### config.mk
export PLATFORM = sky130hd
export DESIGN_NAME = aux_clk_div
export DESIGN_NICKNAME = d
export VERILOG_FILES = /design/src/rtl/aux_clk_pkg.sv /design/src/rtl/aux_clk_seq.sv /design/src/rtl/aux_clk_gate.sv /design/src/rtl/aux_clk_div.sv
export SDC_FILE = /design/constraint.sdc
export NUM_CORES = 1
export LEC_CHECK = 0
export BUFFER_PORTS_ARGS = -buffer_cell sky130_fd_sc_hd__buf_2
export CORE_MARGIN = 4
export CORE_UTILIZATION = 55
export CTS_BUF_LIST = sky130_fd_sc_hd__clkbuf_16
export DETAILED_ROUTE_END_ITERATION = 12
export GPL_TIMING_DRIVEN = 0
export PLACE_DENSITY = 0.75
export SLEW_MARGIN = 20
export SYNTH_ARGS = -nofsm -noshare
export SYNTH_HDL_FRONTEND = slang
export SYNTH_SLANG_ARGS = --single-unit
### constraint.sdc
create_clock -name clk_i -period 4.6 [get_ports clk_i]
set_input_delay 0.92 -clock clk_i [delete_from_list [all_inputs] [get_ports clk_i]]
set_output_delay 0.92 -clock clk_i [all_outputs]
set_load 0.01 [all_outputs]
### src/rtl/aux_clk_pkg.sv
package aux_clk_pkg;
  localparam int CODE_W  = 4;
  localparam int MAX_DIV = 16;
  localparam int CNT_W   = $clog2(MAX_DIV);
  localparam int HI_W    = CNT_W + 1;

  localparam logic [CODE_W-1:0] CODE_BYP  = CODE_W'(0);
  localparam logic [CODE_W-1:0] CODE_FRAC = CODE_W'(4);
  localparam logic [CODE_W-1:0] CODE_LAST = CODE_W'(8);

  // hi: cycles high at period start; last: index of final cycle in period
  typedef struct packed {
    logic [HI_W-1:0]  hi;
    logic [CNT_W-1:0] last;
  } phase_t;

  function automatic phase_t mk_phase(int hi_cyc, int len_cyc);
    phase_t p;
    p.hi   = HI_W'(hi_cyc);
    p.last = CNT_W'(len_cyc - 1);
    return p;
  endfunction

  // disabled, reserved and pass-through all behave as 1-cycle idle periods
  function automatic phase_t decode(logic en, logic [CODE_W-1:0] code, logic alt);
    phase_t p;
    p = mk_phase(0, 1);
    if (en) begin
      case (code)
        CODE_W'(1): p = mk_phase(1, 2);
        CODE_W'(2): p = mk_phase(2, 3);
        CODE_W'(3): p = mk_phase(2, 4);
        CODE_W'(4): p = alt ? mk_phase(3, 6) : mk_phase(3, 5);
        CODE_W'(5): p = mk_phase(3, 6);
        CODE_W'(6): p = mk_phase(4, 8);
        CODE_W'(7): p = mk_phase(6, 12);
        CODE_W'(8): p = mk_phase(8, 16);
        default:    p = mk_phase(0, 1);
      endcase
    end
    return p;
  endfunction
endpackage

### src/rtl/aux_clk_seq.sv
module aux_clk_seq
  import aux_clk_pkg::*;
(
  input  logic              clk_i,
  input  logic              rst_ni,
  input  logic              en_i,
  input  logic [CODE_W-1:0] div_sel_i,
  output logic              div_o,
  output logic              bypass_o,
  output logic              rsvd_o
);
  logic              act_en;
  logic [CODE_W-1:0] act_code;
  logic              alt_q, alt_n;
  logic [CNT_W-1:0]  cnt_q;
  logic              div_q;
  phase_t            cur, nxt;
  logic              at_end, cur_frac, nxt_frac;
  logic [HI_W-1:0]   cnt_inc;

  assign cur      = decode(act_en, act_code, alt_q);
  assign at_end   = (cnt_q == cur.last);
  assign cur_frac = act_en && (act_code == CODE_FRAC);
  assign nxt_frac = en_i && (div_sel_i == CODE_FRAC);
  // /5.5 alternates 5- and 6-cycle periods while the mode persists
  assign alt_n    = (cur_frac && nxt_frac) ? ~alt_q : 1'b0;
  assign nxt      = decode(en_i, div_sel_i, alt_n);
  assign cnt_inc  = {1'b0, cnt_q} + HI_W'(1);

  always_ff @(posedge clk_i or negedge rst_ni) begin
    if (!rst_ni) begin
      act_en   <= 1'b0;
      act_code <= '0;
      alt_q    <= 1'b0;
      cnt_q    <= '0;
      div_q    <= 1'b0;
    end else if (at_end) begin
      act_en   <= en_i;
      act_code <= div_sel_i;
      alt_q    <= alt_n;
      cnt_q    <= '0;
      div_q    <= (nxt.hi != '0);
    end else begin
      cnt_q    <= cnt_q + CNT_W'(1);
      div_q    <= (cnt_inc < cur.hi);
    end
  end

  assign div_o    = div_q;
  assign bypass_o = act_en && (act_code == CODE_BYP);
  assign rsvd_o   = (act_code > CODE_LAST);

  assert_off_low_R2: assert property (@(posedge clk_i) disable iff (!rst_ni)
    !act_en |-> !div_q);
  assert_rsvd_low_R7: assert property (@(posedge clk_i) disable iff (!rst_ni)
    rsvd_o |-> !div_q);
  assert_cfg_hold_R8: assert property (@(posedge clk_i) disable iff (!rst_ni)
    (cnt_q != '0) |-> ($stable(act_code) && $stable(act_en)));
  assert_rise_at_start_R9: assert property (@(posedge clk_i) disable iff (!rst_ni)
    $rose(div_q) |-> (cnt_q == '0));
endmodule

### src/rtl/aux_clk_gate.sv
module aux_clk_gate (
  input  logic clk_i,
  input  logic rst_ni,
  input  logic bypass_i,
  input  logic div_i,
  output logic clk_o
);
  logic gate_q;

  // control sampled while clk_i is low so the gated clock cannot be clipped
  always_ff @(negedge clk_i or negedge rst_ni) begin
    if (!rst_ni) gate_q <= 1'b0;
    else         gate_q <= bypass_i;
  end

  assign clk_o = (clk_i & gate_q) | div_i;
endmodule

### src/rtl/aux_clk_div.sv
module aux_clk_div
  import aux_clk_pkg::*;
(
  input  logic              clk_i,
  input  logic              rst_ni,
  input  logic              en_i,
  input  logic [CODE_W-1:0] div_sel_i,
  output logic              clk_o,
  output logic              rsvd_o
);
  logic div_w;
  logic bypass_w;

  aux_clk_seq u_seq (
    .clk_i     (clk_i),
    .rst_ni    (rst_ni),
    .en_i      (en_i),
    .div_sel_i (div_sel_i),
    .div_o     (div_w),
    .bypass_o  (bypass_w),
    .rsvd_o    (rsvd_o)
  );

  aux_clk_gate u_gate (
    .clk_i    (clk_i),
    .rst_ni   (rst_ni),
    .bypass_i (bypass_w),
    .div_i    (div_w),
    .clk_o    (clk_o)
  );

  assert_bypass_quiet_R3: assert property (@(posedge clk_i) disable iff (!rst_ni)
    bypass_w |-> !div_w);
endmodule

==> metrics.md, run 1 <==
| Metric | Value |
|---|---|
| Outcome | finished, final reports clean |
| Number of global-route vias before repair | 745 |
| Floorplan core area | 0.00154 sq mm |
| Top FF cell, synth | dfrtp_1 |
| Post-CTS Setup Bufs | 0 |
| Post-detail-place hpwl | 1.29 mm |
| DRC viols | 0 |
| Initial antenna violation count | 0 |
| Tot GR Track Use | 19.9% |
| DR pass1 iterations | 4 |
| CTS Hold Buffers Added | 0 |
| Seq/Total Area, Yosys | 33.0% |
| Comb power frac | 50.2% |
| Clock Skew | 0.0515 ns |
| Initial Utilization | 59.1% |
| Sw power | 0.376 mW |
| Met3 wire len | 108 um |
| Slowest CP cell | dfrtn_1 |
| Rel. slew slack | 60.6% |
| Share of cells above drive strength 1 | 30.2% |
| Largest net degree at the start of global routing | 13 |
| Placed Cells | 115 |
| Final TNS setup | 0 ns |
| Final WL | 2.04 mm |
| Actual slew at the worst max-slew pin | 0.583 ns |
| DR WL/cell | 16.7 um |
| # port buffers | 8 |
| Row count | 14 |
| Syn Std Cell Area | 911 sq um |
| Final std cells w/o fill | 122 |
| Net Sw Frac | 37.1% |
| Syn_area_per_cell | 10.0 sq um |
| Die height | 48.7 um |
| Synthesis-to-layout area growth | 23.5% |
| Highest metal used | met4 |
| Wl on met1 | 870 um |
| Final hold violations | 0 |
| Pwr dens | 901 mW/mm^2 |
| P_int | 0.638 mW |
| Post-Synthesis Net Count | 102 |
| Fraction of registers with async set or reset after synthesis | 100% |
| Synth area leaders | dfrtp_1 30%, mux2_4 8.2%, ha_1 5.5% |
| Post-DP Area | 971 sq um |
| First-pass GRT wire length | 3.35 mm |
| Gate Count Post-Synth | 91 |
| Delay of the slowest critical-path stage | 0.39 ns |
| Post-synthesis cell type count | 44 |
| Design Area, Final | 0.00112 sq mm |
| Max Fanout on Critical Path | 1 |
| Seq cells post-synth | 12 |
| Post-CTS Resized | 0 |
| WP data required | 3.68 ns |
| Met2 WL | 959 um |
| CP endpoint kind | output port |
| Unrepaired setup endpoints after global routing | false |
| DR vias/cell | 6.11 |
| Final Setup Violations | 0 |
| Leakage | 0.516 nW |
| Layout Nets | 118 |
| Warnings from Yosys | 0 |
| Number of synthesized flops with an enable pin | 0 |
| Die area | 0.00237 sq mm |
| Antenna diodes | 0 |
| Via Count | 745 |
| Setup CP Type | register to output port |
| Worst-path cell chain | a21o_1 -> buf_2 |
| Yosys top cell by area | dfrtp_1 |
| Sequential Power Share | 20.1% |
| Clock power frac | 29.6% |
| Max-slew violation count | 0 |
| Worst vdd ir | 0.524 mV |
| Placer's final routability congestion estimate | 0.803 |
| DIE WIDTH | 48.7 um |
| CP Data Arrival Time | 3.33 ns |
| Clock slew at reported path FFs | 0.04 ns |
| Remaining Overflow, GRT | 0 |
| Antenna viol nets, final | 0 |
| DRT iter0 DRCs | 18 |
| MaxCap Viol Count | 0 |
| IO Pins | 9 |
| Share of the synthesized area in the top cell type | 30.2% |
| Critical path startpoint category | register |
| CTS tree | done |
| HP Class | input pin to asynchronous set/reset pin |
| Clk_lat worst skew | 0.40 ns |
## layout by cell type, fill, tap and decap left out, drive strengths merged, types with 3 or more instances in the layout
cell type  count
dfrtp         11
ha             4
nand3          4
buf           14
nand2          4
inv            3
nor2           4
nand2b         3
o31ai          3
mux2           6
a21oi          5
and2           4
a211oi         3
clkbuf         7
## flip-flops by register name, summed over array words and instances (netlist names)
| name | flops |
|---|---|
| u_seq.act_code | 4 |
| u_seq.cnt_q | 4 |
| u_gate.gate_q | 1 |
| u_seq.act_en | 1 |
| u_seq.alt_q | 1 |
| u_seq.div_o | 1 |
## cell families (layout without fill, tap and decap cells)
| family | count (synthesis) | after routing | synth area share [%] |
|---|---|---|---|
| buffers and inverters | 10 | 25 | 6.18 |
| AOI/OAI and AO/OA | 18 | 18 | 15.0 |
| muxes | 7 | 7 | 10.6 |
| DFF | 12 | 12 | 33.0 |
| and+or+nand+nor | 36 | 36 | 26.0 |
| adders and majority gates | 4 | 4 | 5.49 |
| xor gates and xnor gates | 4 | 4 | 3.85 |
## power groups by stage
stage / Combinational (mW) / Sequential (mW) / Clock, mW
6_report: 0.509 / 0.204 / 0.301
5_1_grt: 0.558 / 0.211 / 0.317
4_1_cts: 0.509 / 0.204 / 0.306
3_5_place_dp: 0.497 / 0.204 / 0.00990
3_3_place_gp: 0.487 / 0.203 / 0.00990
2_1_floorplan: 0.418 / 0.190 / 0.00634
## synth_stat cells (2+ instances only)
| cell type | count |
|---|---|
| o31ai_1 | 3 |
| ha_1 | 4 |
| nor4_1 | 2 |
| nand3_1 | 4 |
| nand2_1 | 4 |
| xor2_1 | 2 |
| buf_2 | 3 |
| dfrtp_1 | 11 |
| mux2_4 | 5 |
| inv_1 | 3 |
| or3b_1 | 2 |
| buf_4 | 2 |
| nor2_1 | 4 |
| and2_1 | 3 |
| xnor2_1 | 2 |
| nand2b_1 | 3 |
| o211ai_1 | 2 |
| nor3b_1 | 2 |
| a21oi_1 | 5 |
## routing by layer
| metal | track usage [%] | vias to the layer above |
|---|---|---|
| met1 | 22.4 | 346 |
| met4 | 20.2 | 0 |
| li1 | - | 366 |
| met5 | 0 | - |
| met3 | 6.75 | 11 |
| met2 | 28.3 | 22 |
## final timing paths
check / from / end / slack [ns] / cells after the start
setup reg to reg: u_seq.act_en / u_gate.gate_q / 1.43 / 3
max in group asynchronous: rst_ni / u_gate.gate_q / 1.78 / 1
setup / recovery: u_gate.gate_q / clk_o / 0.35 / 2
hold / removal: rst_ni / u_seq.cnt_q[0] / 0.44 / 1
min in group clk_i: u_seq.alt_q / u_seq.alt_q / 0.58 / 1
hold reg to reg: u_seq.alt_q / u_seq.alt_q / 0.58 / 1
## metrics by stage
step	hold WS, ns	setup slack (ns)	utilization [%]	power, mW
2_1_floorplan	0.507	0.877	-	0.614
3_3_place_gp	0.535	0.805	63.0	0.699
3_5_place_dp	0.544	0.809	63.0	0.711
4_1_cts	0.444	0.328	73.0	1.02
5_1_grt	0.451	0.305	73.0	1.09
6_report	0.437	0.352	73.0	1.01
## layout make-up
class                           instances  area, sq um
Tap cell                               16         20.0
Inverter                                3         11.3
Multi-Input combinational cell         69          554
Fill cell                             113          417
Clock inverter                          1         3.75
Clock buffer                            7          155
Sequential cell                        12          300
Buffer                                  7         45.0
Timing Repair Buffer                    7         35.0
## critical path: cells and delay by family, from the launching register on
kind / cells / cell delay [ns]
flip-flops: 1 / 0.39
AO/OA/AOI/OAI: 1 / 0.11
buffers and inverters: 1 / 0.12
Note: power is estimated with default switching activity, not from simulation.
==> inputs of run 2 (changes only) <==
--- a/config.mk
+++ b/config.mk
@@ -6,12 +6,14 @@
 export NUM_CORES = 1
 export LEC_CHECK = 0
 export BUFFER_PORTS_ARGS = -buffer_cell sky130_fd_sc_hd__buf_2
+export CELL_PAD_IN_SITES_DETAIL_PLACEMENT = 0
+export CELL_PAD_IN_SITES_GLOBAL_PLACEMENT = 1
 export CORE_MARGIN = 4
-export CORE_UTILIZATION = 55
+export CORE_UTILIZATION = 48
 export CTS_BUF_LIST = sky130_fd_sc_hd__clkbuf_16
 export DETAILED_ROUTE_END_ITERATION = 12
 export GPL_TIMING_DRIVEN = 0
-export PLACE_DENSITY = 0.75
+export PLACE_DENSITY_LB_ADDON = 0.1
 export SLEW_MARGIN = 20
 export SYNTH_ARGS = -nofsm -noshare
 export SYNTH_HDL_FRONTEND = slang
==> run 2 against run 1 <==
Compared with the run above:
- utilization fell by 8.6 points
- sequential power barely moved
- power rose by 0.73%
- count of clock-buffer cells in the layout did not move
- hold slack improved by 0.0033 ns
- global-route usage rose by 0.33 points
- combinational power rose by 2%
- non-clock buffer count did not move
- sequential share of layout area fell by 0.26 points
- via count fell by 0.13%
- worst setup slack improved by 0.033 ns
- routed wire length rose by 5.6%
- critical endpoint unchanged
- largest cell class unchanged
- highest routed layer unchanged
==> metrics.md, run 2 (synthesis results as in run 1) <==
| Metric | Value |
|---|---|
| Most frequent cells in the layout | 11 x buf_2, 11 x dfrtp_1, 6 x clkbuf_16 |
| Fill count | 157 (+39%) |
| Share of cells above drive strength 1 | 30.2% (unchanged) |
| Final WL | 2.15 mm (+5.6%) |
| Worst-path cell chain | a21o_1 -> buf_2 |
| Pwr dens | 899 mW/mm^2 (-0.27%) |
| Post-DP Area | 982 sq um (+1.2%) |
| Final Setup Violations | 0 (unchanged) |
| Tot GR Track Use | 20.3% (+0.33 points) |
| Number of global-route vias before repair | 814 (+9.3%) |
| Largest registers | u_seq.act_code (4), u_seq.cnt_q (4) |
| Worst path depth | 2 (unchanged) |
| Outcome | finished, final reports clean |
| Layout Nets | 118 (unchanged) |
| Die height | 51.6 um (+5.9%) |
| # port buffers | 8 (unchanged) |
| IO Pins | 9 (unchanged) |
| Max Fanout on Critical Path | 1 (unchanged) |
| DIE WIDTH | 51.6 um (+5.9%) |
| DRC viols | 0 (unchanged) |
| Area of the multi-input gates | 554 sq um (unchanged) |
| Row count | 15 (+1) |
| MaxCap Viol Count | 0 (unchanged) |
| Actual slew at the worst max-slew pin | 0.509 ns (-0.0743 ns) |
| Setup CP Type | register to output port |
| Post-detail-place hpwl | 1.41 mm (+9.7%) |
| DR vias/cell | 5.68 (-7.0%) |
| Via Count | 744 (-0.13%) |
| Critical path startpoint category | register |
| First-pass GRT wire length | 3.82 mm (+14%) |
| Leakage | 0.516 nW (unchanged) |
| Clock Skew | 0.0516 ns (+0.0000566 ns) |
| Die area | 0.00266 sq mm (+12%) |
| Design Area, Final | 0.00114 sq mm (+1.0%) |
| Initial antenna violation count | 0 (unchanged) |
| WP data required | 3.68 ns (about the same) |
| Wl on met1 | 954 um (+9.7%) |
| Worst vdd ir | 0.539 mV (+2.9%) |
| Slowest CP cell | dfrtn_1 |
| Max-slew violation count | 0 (unchanged) |
| Antenna diodes | 0 (unchanged) |
| CTS Hold Buffers Added | 0 (unchanged) |
| Storage element area | 300 sq um (unchanged) |
| Rel. slew slack | 65.6% (+5.0 points) |
| Top delay family on crit path | flip-flops |
| Initial Utilization | 51.6% (-7.5 points) |
| CP endpoint kind | output port |
| Largest net degree at the start of global routing | 13 (unchanged) |
| Antenna viol nets, final | 0 (unchanged) |
| CP Buf/Inv Count | 1 (unchanged) |
| Final hold violations | 0 (unchanged) |
| Clk_lat worst skew | 0.40 ns (about the same) |
| Synthesis-to-layout area growth | 24.7% |
| CTS tree | done |
| Post-CTS Resized | 0 (unchanged) |
| DRT iter0 DRCs | 8 (-10) |
| Post-CTS Setup Bufs | 0 (unchanged) |
| Worst r2r path cells | 3 (unchanged) |
| Final core utilization | 64.4% (-8.6 points) |
| Floorplan core area | 0.00176 sq mm (+14%) |
| Highest metal used | met4 |
| Met3 wire len | 106 um (-1.9%) |
| HP Class | input pin to asynchronous set/reset pin |
| DR WL/cell | 16.4 um (-1.7%) |
| Final std cells w/o fill | 131 (+7.4%) |
| DR pass1 iterations | 4 (unchanged) |
| Delay of the slowest critical-path stage | 0.32 ns (-0.07 ns) |
| Met2 WL | 1.06 mm (+10%) |
| Placer's final routability congestion estimate | 0.763 (-5.0%) |
| Placed Cells | 124 (+7.8%) |
| Final TNS setup | 0 ns (unchanged) |
| CP Data Arrival Time | 3.30 ns (-0.03 ns) |
| Remaining Overflow, GRT | 0 (unchanged) |
| Unrepaired setup endpoints after global routing | false |
| Clock slew at reported path FFs | 0.05 ns (about the same) |
-- run 2: cell counts in the layout (fill, tap and decap cells not counted) --
Identical to the previous run, type by type.
-- run 2: stage by stage --
step / power [mW] / hold slack, ns / setup slack, ns
after floorplan: 0.614 / 0.507 / 0.877
after global placement: 0.707 / 0.537 / 0.805
after detailed placement: 0.721 / 0.542 / 0.810
after CTS: 1.03 / 0.451 / 0.379
after global routing: 1.11 / 0.454 / 0.335
final: 1.02 / 0.440 / 0.385
-- run 2: area by class of cell --
class | count | area share [%]
buffer | 7 | 3.96
clock buffer | 7 | 13.7
clock inverter | 1 | 0.330
inverter | 3 | 0.991
multi-input combinational | 69 | 48.8
sequential | 12 | 26.4
tap | 25 | 2.75
timing repair buffer | 7 | 3.08
-- run 2: worst paths after layout --
path,start,end,slack (ns)
max,u_gate.gate_q,clk_o,0.38
min reg2reg,u_seq.alt_q,u_seq.alt_q,0.56
max reg2reg,u_seq.act_en,u_gate.gate_q,1.42
min,rst_ni,u_seq.alt_q,0.44
max in group asynchronous,rst_ni,u_gate.gate_q,1.77
min in group clk_i,u_seq.alt_q,u_seq.alt_q,0.56
-- run 2: where the power goes --
group / internal (mW) / switching [mW] / total [mW]
clock: 0.231 / 0.0691 / 0.300
sequential: 0.156 / 0.0478 / 0.204
combinational: 0.251 / 0.266 / 0.517
total: 0.638 / 0.383 / 1.02
-- run 2: routing by layer --
layer | vias to the layer above | global-route usage (%)
met5 | - | 0
met4 | 0 | 10.0
met3 | 6 | 6.88
met2 | 17 | 32.4
met1 | 360 | 24.1
li1 | 361 | -
-- run 2: worst reg2reg max path: cells and delay by family (launching register included) --
family / cells / cell delay (ns)
AND/OR/NAND/NOR: 2 / 0.25
buffers and inverters: 1 / 0.17
flip-flops: 1 / 0.35
